$ cat config.mk
export PLATFORM = sky130hd
export DESIGN_NAME = iap_flash_ctrl
export DESIGN_NICKNAME = d
export VERILOG_FILES = /design/src/rtl/iap_pkg.sv /design/src/rtl/iap_target_resolve.sv /design/src/rtl/iap_op_timer.sv /design/src/rtl/iap_flash_bank.sv /design/src/rtl/iap_flash_ctrl.sv
export SDC_FILE = /design/constraint.sdc
export NUM_CORES = 2
export LEC_CHECK = 0
export BUFFER_PORTS_ARGS = -buffer_cell sky130_fd_sc_hd__buf_2
export CAP_MARGIN = 20
export CORE_AREA = 2 2 502 504
export CTS_BUF_LIST = sky130_fd_sc_hd__clkbuf_2 sky130_fd_sc_hd__clkbuf_4 sky130_fd_sc_hd__clkbuf_8
export CTS_CLUSTER_SIZE = 28
export DETAILED_ROUTE_END_ITERATION = 10
export DIE_AREA = 0 0 504 506
export PLACE_DENSITY_LB_ADDON = 0.3
export SYNTH_ARGS = -nofsm -noshare
export SYNTH_HDL_FRONTEND = slang
export SYNTH_SLANG_ARGS = --single-unit
$ cat constraint.sdc
create_clock -name clk -period 3.4 [get_ports clk]
set_input_delay 0.51 -clock clk [delete_from_list [all_inputs] [get_ports clk]]
set_output_delay 0.51 -clock clk [all_outputs]
set_load 0.01 [all_outputs]
$ cat src/rtl/iap_pkg.sv
package iap_pkg;
  localparam logic [6:0] OP_PROG  = 7'd1;
  localparam logic [6:0] OP_SERA  = 7'd2;
  localparam logic [6:0] OP_BERA  = 7'd3;
  localparam logic [2:0] RA_CMD   = 3'd0;
  localparam logic [2:0] RA_ALO   = 3'd1;
  localparam logic [2:0] RA_AHI   = 3'd2;
  localparam logic [2:0] RA_DAT   = 3'd3;
  localparam logic [2:0] RA_CFG   = 3'd4;
  localparam logic [2:0] RA_STAT  = 3'd5;
  typedef enum logic [1:0] {K_PROG = 2'd1, K_SERA = 2'd2, K_BERA = 2'd3} op_kind_e;
endpackage

$ cat src/rtl/iap_target_resolve.sv
module iap_target_resolve #(
  parameter int SEC_BYTES = 64
) (
  input  logic [1:0]  src,
  input  logic        overlay,
  input  logic [15:0] addr,
  output logic        tgt_sec
);
  always_comb begin
    case (src)
      2'd0:    tgt_sec = 1'b1;
      2'd1:    tgt_sec = 1'b0;
      default: tgt_sec = overlay && (int'(addr) < SEC_BYTES);
    endcase
  end
endmodule

$ cat src/rtl/iap_op_timer.sv
module iap_op_timer #(
  parameter int CW = 5
) (
  input  logic          clk,
  input  logic          rst_n,
  input  logic          start,
  input  logic [CW-1:0] load,
  output logic          busy,
  output logic          finish,
  output logic          done
);
  logic [CW-1:0] cnt;

  assign busy   = (cnt != '0);
  assign finish = (cnt == CW'(1));

  always_ff @(posedge clk) begin
    if (!rst_n) begin
      cnt  <= '0;
      done <= 1'b0;
    end else begin
      done <= 1'b0;
      if (start) begin
        cnt <= load;
      end else if (cnt != '0) begin
        cnt <= cnt - CW'(1);
        if (cnt == CW'(1)) done <= 1'b1;
      end
    end
  end


  busy_end_done_chk: assert property (@(posedge clk) disable iff (!rst_n)
    $fell(busy) |-> done);
endmodule

$ cat src/rtl/iap_flash_bank.sv
module iap_flash_bank #(
  parameter int BYTES  = 64,
  parameter int SECTOR = 16,
  localparam int AW    = $clog2(BYTES)
) (
  input  logic          clk,
  input  logic          rst_n,
  input  logic          prog,
  input  logic          sect_erase,
  input  logic          bank_erase,
  input  logic [AW-1:0] waddr,
  input  logic [7:0]    wdata,
  input  logic [AW-1:0] raddr,
  output logic [7:0]    rdata
);
  logic [7:0] mem [BYTES];

  assign rdata = mem[raddr];

  always_ff @(posedge clk) begin
    if (!rst_n) begin
      for (int i = 0; i < BYTES; i++) mem[i] <= 8'hFF;
    end else begin
      for (int i = 0; i < BYTES; i++) begin
        if (bank_erase || (sect_erase && (i / SECTOR == int'(waddr) / SECTOR)))
          mem[i] <= 8'hFF;
        else if (prog && (i == int'(waddr)))
          mem[i] <= mem[i] & wdata;
      end
    end
  end
endmodule

$ cat src/rtl/iap_flash_ctrl.sv
module iap_flash_ctrl
  import iap_pkg::*;
#(
  parameter int MAIN_BYTES = 256,
  parameter int SEC_BYTES  = 64,
  parameter int SECTOR     = 16,
  parameter int PROG_LAT   = 4,
  parameter int SECT_LAT   = 10,
  parameter int BLK_LAT    = 20
) (
  input  logic                          clk,
  input  logic                          rst_n,
  input  logic                          reg_wr_en,
  input  logic [2:0]                    reg_addr,
  input  logic [7:0]                    reg_wdata,
  output logic [7:0]                    reg_rdata,
  input  logic [1:0]                    exec_src,
  input  logic                          lock_main,
  input  logic                          lock_sec,
  input  logic                          ext_int_pin,
  output logic                          int1_out,
  output logic                          flash_busy,
  input  logic                          rd_sel_sec,
  input  logic [$clog2(MAIN_BYTES)-1:0] rd_addr,
  output logic [7:0]                    rd_data,
  output logic                          rd_fail
);
  localparam int MAW  = $clog2(MAIN_BYTES);
  localparam int SAW  = $clog2(SEC_BYTES);
  localparam int MAXL = (PROG_LAT > SECT_LAT) ? ((PROG_LAT > BLK_LAT) ? PROG_LAT : BLK_LAT)
                                              : ((SECT_LAT > BLK_LAT) ? SECT_LAT : BLK_LAT);
  localparam int CW   = $clog2(MAXL + 1);

  logic [7:0]    addr_lo, addr_hi, data_r;
  logic          cfg_en, cfg_ovl, err, int_mode;
  op_kind_e      op_r;
  logic          tgt_r;
  logic [MAW-1:0] waddr_r;
  logic [7:0]    wdata_r;

  logic          tgt_sec, locked, cmd_wr, op_ok, start;
  logic          busy, finish, done;
  logic [CW-1:0] load;
  logic [7:0]    main_q, sec_q;

  iap_target_resolve #(.SEC_BYTES(SEC_BYTES)) u_res (
    .src(exec_src), .overlay(cfg_ovl), .addr({addr_hi, addr_lo}), .tgt_sec(tgt_sec));

  assign cmd_wr = reg_wr_en && (reg_addr == RA_CMD);
  assign op_ok  = (reg_wdata[6:0] == OP_PROG) || (reg_wdata[6:0] == OP_SERA) ||
                  (reg_wdata[6:0] == OP_BERA);
  assign locked = tgt_sec ? lock_sec : lock_main;
  assign start  = cmd_wr && !busy && cfg_en && !locked && op_ok;

  always_comb begin
    case (reg_wdata[1:0])
      2'd1:    load = CW'(PROG_LAT);
      2'd2:    load = CW'(SECT_LAT);
      default: load = CW'(BLK_LAT);
    endcase
  end

  iap_op_timer #(.CW(CW)) u_tmr (
    .clk(clk), .rst_n(rst_n), .start(start), .load(load),
    .busy(busy), .finish(finish), .done(done));

  always_ff @(posedge clk) begin
    if (!rst_n) begin
      addr_lo  <= '0;
      addr_hi  <= '0;
      data_r   <= '0;
      cfg_en   <= 1'b0;
      cfg_ovl  <= 1'b0;
      err      <= 1'b0;
      int_mode <= 1'b0;
      op_r     <= K_PROG;
      tgt_r    <= 1'b0;
      waddr_r  <= '0;
      wdata_r  <= '0;
    end else begin
      if (reg_wr_en) begin
        case (reg_addr)
          RA_ALO:  addr_lo <= reg_wdata;
          RA_AHI:  addr_hi <= reg_wdata;
          RA_DAT:  data_r  <= reg_wdata;
          RA_CFG:  begin cfg_en <= reg_wdata[7]; cfg_ovl <= reg_wdata[0]; end
          RA_STAT: if (reg_wdata[1]) err <= 1'b0;
          default: ;
        endcase
      end
      if (cmd_wr && busy) err <= 1'b1;
      if (start) begin
        op_r     <= op_kind_e'(reg_wdata[1:0]);
        tgt_r    <= tgt_sec;
        waddr_r  <= addr_lo[MAW-1:0];
        wdata_r  <= data_r;
        int_mode <= reg_wdata[7];
      end
    end
  end

  iap_flash_bank #(.BYTES(MAIN_BYTES), .SECTOR(SECTOR)) u_main (
    .clk(clk), .rst_n(rst_n),
    .prog(finish && !tgt_r && op_r == K_PROG),
    .sect_erase(finish && !tgt_r && op_r == K_SERA),
    .bank_erase(finish && !tgt_r && op_r == K_BERA),
    .waddr(waddr_r), .wdata(wdata_r), .raddr(rd_addr), .rdata(main_q));

  iap_flash_bank #(.BYTES(SEC_BYTES), .SECTOR(SECTOR)) u_sec (
    .clk(clk), .rst_n(rst_n),
    .prog(finish && tgt_r && op_r == K_PROG),
    .sect_erase(finish && tgt_r && op_r == K_SERA),
    .bank_erase(finish && tgt_r && op_r == K_BERA),
    .waddr(waddr_r[SAW-1:0]), .wdata(wdata_r), .raddr(rd_addr[SAW-1:0]), .rdata(sec_q));

  assign rd_fail    = busy && (rd_sel_sec == tgt_r);
  assign rd_data    = rd_fail ? 8'h00 : (rd_sel_sec ? sec_q : main_q);
  assign flash_busy = busy;
  assign int1_out   = int_mode ? done : ext_int_pin;

  always_comb begin
    case (reg_addr)
      RA_ALO:  reg_rdata = addr_lo;
      RA_AHI:  reg_rdata = addr_hi;
      RA_DAT:  reg_rdata = data_r;
      RA_CFG:  reg_rdata = {cfg_en, 6'b0, cfg_ovl};
      RA_STAT: reg_rdata = {6'b0, err, busy};
      default: reg_rdata = 8'h00;
    endcase
  end


  busy_cmd_err_chk: assert property (@(posedge clk) disable iff (!rst_n)
    (cmd_wr && busy) |=> err);

  enable_gate_chk: assert property (@(posedge clk) disable iff (!rst_n)
    $rose(busy) |-> $past(cfg_en));

  main_src_tgt_chk: assert property (@(posedge clk) disable iff (!rst_n)
    (start && exec_src == 2'd0) |=> tgt_r);

  sec_src_tgt_chk: assert property (@(posedge clk) disable iff (!rst_n)
    (start && exec_src == 2'd1) |=> !tgt_r);

  lock_gate_chk: assert property (@(posedge clk) disable iff (!rst_n)
    $rose(busy) |-> !$past(locked));
endmodule

# Word level (Yosys, flattened, before mapping)
# Memories as Yosys holds them, arrays and structs flattened.
# Cells that the tools add are included.
[word_totals]
register_bits = 53
ramBits = 2560
in_bits = 28
out_inout_bits = 19
wordCells = 3724
memories = 2
[mem_list]
columns = ["name", "depth", "word_bits", "rd", "rd_clocked_by_memory_dff", "write_ports", "line_no", "text"]
rows = [
  ["u_main.mem", 256, 8, 257, 0, 256, "iap_flash_bank.sv:16", "logic [7:0] mem [BYTES];"],
  ["u_sec.mem", 64, 8, 65, 0, 64, "iap_flash_bank.sv:16", ""],
]
[op_classes]
n_addsub = 1
magnitude_cmp = 1
eq_ne = 352
n_mux = 1995
n_bitwise = 962
reduce_logical = 398
[ops]
columns = ["operator", "count"]
rows = [
  ["two-way mux 8 bit", 642],
  ["bitwise AND 8 bit", 320],
  ["two-way mux 1 bit", 1348],
  ["equality test 8 bit (first input constant)", 128],
  ["bitwise OR 1 bit", 640],
  ["equality test 7 x 8 -> 1 bit (first input constant)", 64],
  ["logical AND 1 bit", 356],
  ["equality test 6 x 8 -> 1 bit (first input constant)", 32],
  ["equality test 6 bit (first input constant)", 32],
  ["equality test 5 x 8 -> 1 bit (first input constant)", 16],
  ["equality test 5 x 6 -> 1 bit (first input constant)", 16],
  ["equality test 4 x 8 -> 1 bit (first input constant)", 8],
  ["logical NOT 32 bit", 2],
  ["equality test 4 x 6 -> 1 bit (first input constant)", 8],
  ["one-hot mux 8 bit (5 select lines)", 1],
  ["equality test 3 x 8 -> 1 bit (first input constant)", 4],
  ["equality test 4 bit (first input constant)", 8],
  ["equality test 3 x 6 -> 1 bit (first input constant)", 4],
  ["logical OR 1 bit", 22],
  ["equality test 2 x 8 -> 1 bit (first input constant)", 2],
  ["equality test 3 x 4 -> 1 bit (first input constant)", 4],
  ["< comparator 16 x 7 -> 1 bit (second input constant)", 1],
  ["equality test 7 x 2 -> 1 bit (second input constant)", 2],
  ["equality test 2 x 6 -> 1 bit (first input constant)", 2],
  ["other kinds (29)", 47],
]

# Logic depth before layout (Yosys ltp)
[depth]
depth_word = 10
ltp_mapped = 13
ltp_nobuf = 9

# Cells and area by module
# A second synthesis with hierarchy kept.
[unflattened]
cells_unflattened = 8848
area_unflattened_um2 = 125426.5
[modules_own_cells]
columns = ["mod", "instances", "cells_per_inst", "area_each_um2", "seq_area_each_um2"]
rows = [
  ["iap_flash_bank (u_main)", 1, 6796, 97991.5, 61499.0],
  ["iap_flash_bank (u_sec)", 1, 1736, 24627.4, 15374.7],
  ["iap_flash_ctrl", 1, 272, 2412.3, 940.9],
  ["iap_op_timer", 1, 39, 351.6, 120.1],
  ["iap_target_resolve", 1, 5, 43.8, 0.0],
]

# Worst setup path after synthesis
# Ideal clock, no wire load.
[synth_path]
kind = "input to output"
start = "in rd_addr[0]"
end = "out rd_data[6]"
arrival_time_ns = 2.573
required_time_ns = 2.890
path_slack_ns = 0.317
stages = 10
n_path_buf = 5
cell_sequence = "buf_6 -> buf_6 -> buf_6 -> buf_4 -> buf_4 -> mux4_2 -> a221oi_1 -> o22ai_1 -> o21ai_0 -> nand3_1"
[synth_via]
elab_chain_len = 3
word_cells_on_any_way = 4
classes_between = "mux (2); memory (2)"
[synth_rtl]
columns = ["item", "line_no", "text"]
rows = [
  ["start: declaration", "iap_flash_ctrl.sv:24", "input logic [$clog2(MAIN_BYTES)-1:0] rd_addr,"],
  ["memory read (256 x 8 bit) / memory read (64 x 8 bit) (equally long branches)", "--", ""],
  ["two-way mux 8 bit * (2 in a row)", "iap_flash_ctrl.sv:117", "assign rd_data = rd_fail ? 8'h00 : (rd_sel_sec ? sec_q : main_q);"],
  ["end: declaration", "iap_flash_ctrl.sv:25", "output logic [7:0] rd_data,"],
]
# Mark *: on every way between the ends. The rest lies on a longest branch, timed or not.

==> impl_metrics.py <==
metrics = {
    "sta": {
        "hold_violations": 0,
        "fin_crit_ps": 4748,
        "slew_headroom_pct": 27.00,
        "worst_pin_slew_ps": 1084,
        "finalMaxSlewViolations": 0,
        "fin_skew_ps": 65.02,
        "whs_ps": 191.8,
        "fmax_mhz": 210.6,
        "grt_setup_unrepaired": "true",
        "setup_ws_ps": -1348,
        "fin_crit_sh_pct": 139.6,
        "tns_ps": -8100,
        "setup_violations": 8,
    },
    "floorplanning": {
        "die_w_um": 504,
        "fp.dieH_um": 506,
        "core_area_um2": 250000,
        "die_area_um2": 255000,
        "initial_core_util_pct": 49.79,
        "ios": 47,
        "row_count": 184,
    },
    "cells_and_area": {
        "fin_nets": 11710,
        "fin_cells": 15350,
        "areaGrowthSynthToFinish_pct": 16.46,
        "multi_input_area_um2": 43860,
        "regArea_um2": 77970,
        "final_cell_mix": "4902 x nand2_1, 2560 x edfxtp_1, 1044 x buf_4, 570 x mux4_2, 435 x clkbuf_8",
        "drive_above_1_share_pct": 21.28,
        "post-route-util_pct": 57.99,
        "fill_cells": 20240,
        "mostFrequentLayoutCell": "nand2_1",
    },
    "place": {
        "gp_congestion": 0.9972,
        "io_buffers": 46,
        "post-dp-hpwl_um": 295900,
        "dp_cells": 14530,
        "post-place-ws_ps": -1363,
    },
    "pwr": {
        "ir_worst_vdd_mv": 0.2968,
        "p_per_area_nw_per_um2": 472.0,
        "p_leak_nw": 38.25,
    },
    "critical_path": {
        "crit_type": "reg -> out",
        "cpPeakStageDelay_ps": 850,
        "startpoint_type": "flop",
        "slowest_stage": "a211oi_1",
        "crit_path_end_kind": "output pin",
        "worstPathArrival_ps": 4240,
        "r2r_start": "u_tmr.cnt[1]",
        "path_max_fanout": 2,
        "crit_required_ps": 2890,
        "crit_path_start": "u_main.mem[118][3]",
        "crit_chain": "mux2i_1 -> o22ai_1 -> or3_1 -> a211oi_1 -> nor3_1 -> nand4_1 -> o211ai_1 -> clkbuf_16 -> buf_6",
        "r2r_end": "u_main.mem[189][2]",
        "reg2reg_depth": 12,
        "reg2reg_slack_ps": 140,
    },
    "drt": {
        "vias_per_cell": 6.179,
        "post-route-drc-count": 0,
        "vias": 94830,
        "routedWlPerCell_um": 27.15,
        "firstDrtPassIters": 7,
        "ant_nets": 0,
        "drtIter0Drc": 14700,
        "wirelength_um": 416700,
    },
    "worst_hold_path": {
        "hold_path_class": "in -> reg",
        "worstHoldEndpoint": "addr_hi[4]",
        "hold_depth": 4,
        "worstHoldStart": "reg_wdata[4]",
    },
    "logic_synthesis": {
        "syn_inst": 10640,
        "ys_ff_latch": 2613,
        "netlist_area_um2": 124500,
        "synth_edf_count": 2560,
        "synth_cell_types": 70,
        "synth-main-ff-cell": "edfxtp_1",
        "ys_seq_area_share_pct": 62.60,
        "async_flop_share_pct": 0,
        "postSynthAreaPerCell_um2": 11.70,
        "synth_nets": 10670,
        "yosysWarningCount": 0,
    },
    "status": {
        "status": "finished with violations",
        "violations": "setup timing",
    },
    "clock_tree": {
        "cts_tree": "done",
        "cts_max_level": 5,
        "root_buffer": "clkbuf_8",
        "cts_made_buffers": 425,
        "cts_buffer_depth": 4,
        "clk_latency_ps": 1150,
        "clock-sinks": 2613,
        "clk_pin_slew_worst_paths_ps": 60,
    },
    "global_routing": {
        "antenna_found_initial": 22,
        "grt_pass1_vias": 90540,
        "grt_pass1_wl_um": 606100,
        "grtUsageTotal_pct": 31.97,
        "grt_start_max_net_pins": 106,
        "grt-ovfl-total": 0,
    },
    "flow_run": {
        "maxCapViolCount": 0,
    },
}
per-stage QoR:
step | cell area, um2 | power (W)
detailed placement | 135700 | 0.04096
finish | 145000 | 0.06843
floorplan | 124500 | 0.03852
CTS | 144800 | 0.06849
global placement | 135600 | 0.04088
global route | 145000 | 0.07004
critical path, delay by kind of cell (launching register included):
kind | cells | cell delay [ps]
DFF | 1 | 410
muxes | 1 | 250
AOI/OAI and AO/OA | 3 | 1250
and+or+nand+nor | 3 | 790
buffers and inverters | 2 | 370
repair_timing:
item / in CTS / in global routing
buffers inserted: 41 / 12
pin swaps: 32 / 22
cloned: 0 / 0
hold buffers: 15 / 0
endpoints found under the hold margin: 36 / 0
gates resized for setup: 103 / 34
setup endpoints to repair: 21 / 253
synthesized netlist by cell type (15+ instances only):
master | number | area, um2
a211oi_1 | 23 | 172.7
nor2_1 | 411 | 1543
buf_1 | 16 | 60.06
o22ai_1 | 87 | 544.3
a21oi_1 | 71 | 355.3
a221oi_1 | 48 | 420.4
buf_8 | 20 | 300.3
buf_6 | 43 | 484.2
nor3_1 | 41 | 205.2
dfxtp_1 | 53 | 1061
clkbuf_1 | 465 | 1745
nor2b_1 | 23 | 143.9
buf_4 | 26 | 195.2
mux4_2 | 570 | 12840
a31oi_1 | 15 | 93.84
o21ai_0 | 360 | 1802
nand2_1 | 4908 | 18420
and2_1 | 21 | 131.4
mux2i_1 | 240 | 2402
a22o_1 | 43 | 376.6
nor4_1 | 21 | 131.4
nand3_1 | 51 | 255.2
a2111oi_0 | 26 | 227.7
buf_2 | 66 | 330.3
a22oi_1 | 43 | 322.8
o221ai_1 | 31 | 271.5
a21o_1 | 216 | 1622
edfxtp_1 | 2560 | 76870
routing by layer:
| layer | share of wire [%] | track usage, % | vias up |
|---|---|---|---|
| met3 | 14 | 9.434 | 1125 |
| met1 | 36 | 42.20 | 46550 |
| met4 | 6.0 | 17.38 | 20 |
| met2 | 44 | 47.80 | 7069 |
| li1 | - | - | 40070 |
| met5 | 0.039 | 0 | - |
worst max path at each step:
stage                 end  depth (start not counted)
5_1_grt        rd_data[3]                         12
3_5_place_dp   rd_data[3]                         14
3_3_place_gp   rd_data[2]                         12
2_1_floorplan  rd_data[6]                         10
6_report       rd_data[3]                          9
4_1_cts        rd_data[3]                         12
logic make-up (layout without fill, tap and decap cells):
logic type      count (synthesis)  after routing  share of synthesized area (%)
compound gates                993            993                          5.184
xor+xnor                        3              3                        0.02111
fa+ha+maj                       7              7                        0.07035
buf+inv                       653           2001                          2.632
flops                        2613           2613                          62.60
mux                           821            821                          12.34
other cells                     0             15                              0
simple gates                 5547           5547                          17.15
sequential cells by signal (all words and copies together), names as in the netlist:
name,cells
waddr_r,8
wdata_r,8
addr_hi,8
data_r,8
err,1
u_sec.mem,512
u_tmr.cnt,5
u_main.mem,2048
op_r,2
cfg_ovl,1
int_mode,1
addr_lo,8
u_tmr.done,1
cfg_en,1
tgt_r,1
power breakdown:
group | leakage [nW] | internal [W] | total (W) | switching, W
combinational | 15.1 | 0.00212 | 0.00524 | 0.00312
clock | 4.29 | 0.0146 | 0.0275 | 0.0129
sequential | 18.9 | 0.0355 | 0.0356 | 0.000170
layout make-up:
cell class                 count  area share (%)
antenna                       15         0.02589
inverter                      11         0.03538
clock buffer                 552           4.735
clock inverter               189          0.9380
sequential                  2613           53.77
timing repair buffer        1249           7.352
tap                         3348           2.889
multi-input combinational   7371           30.25
(Power assumes the default switching activity.)
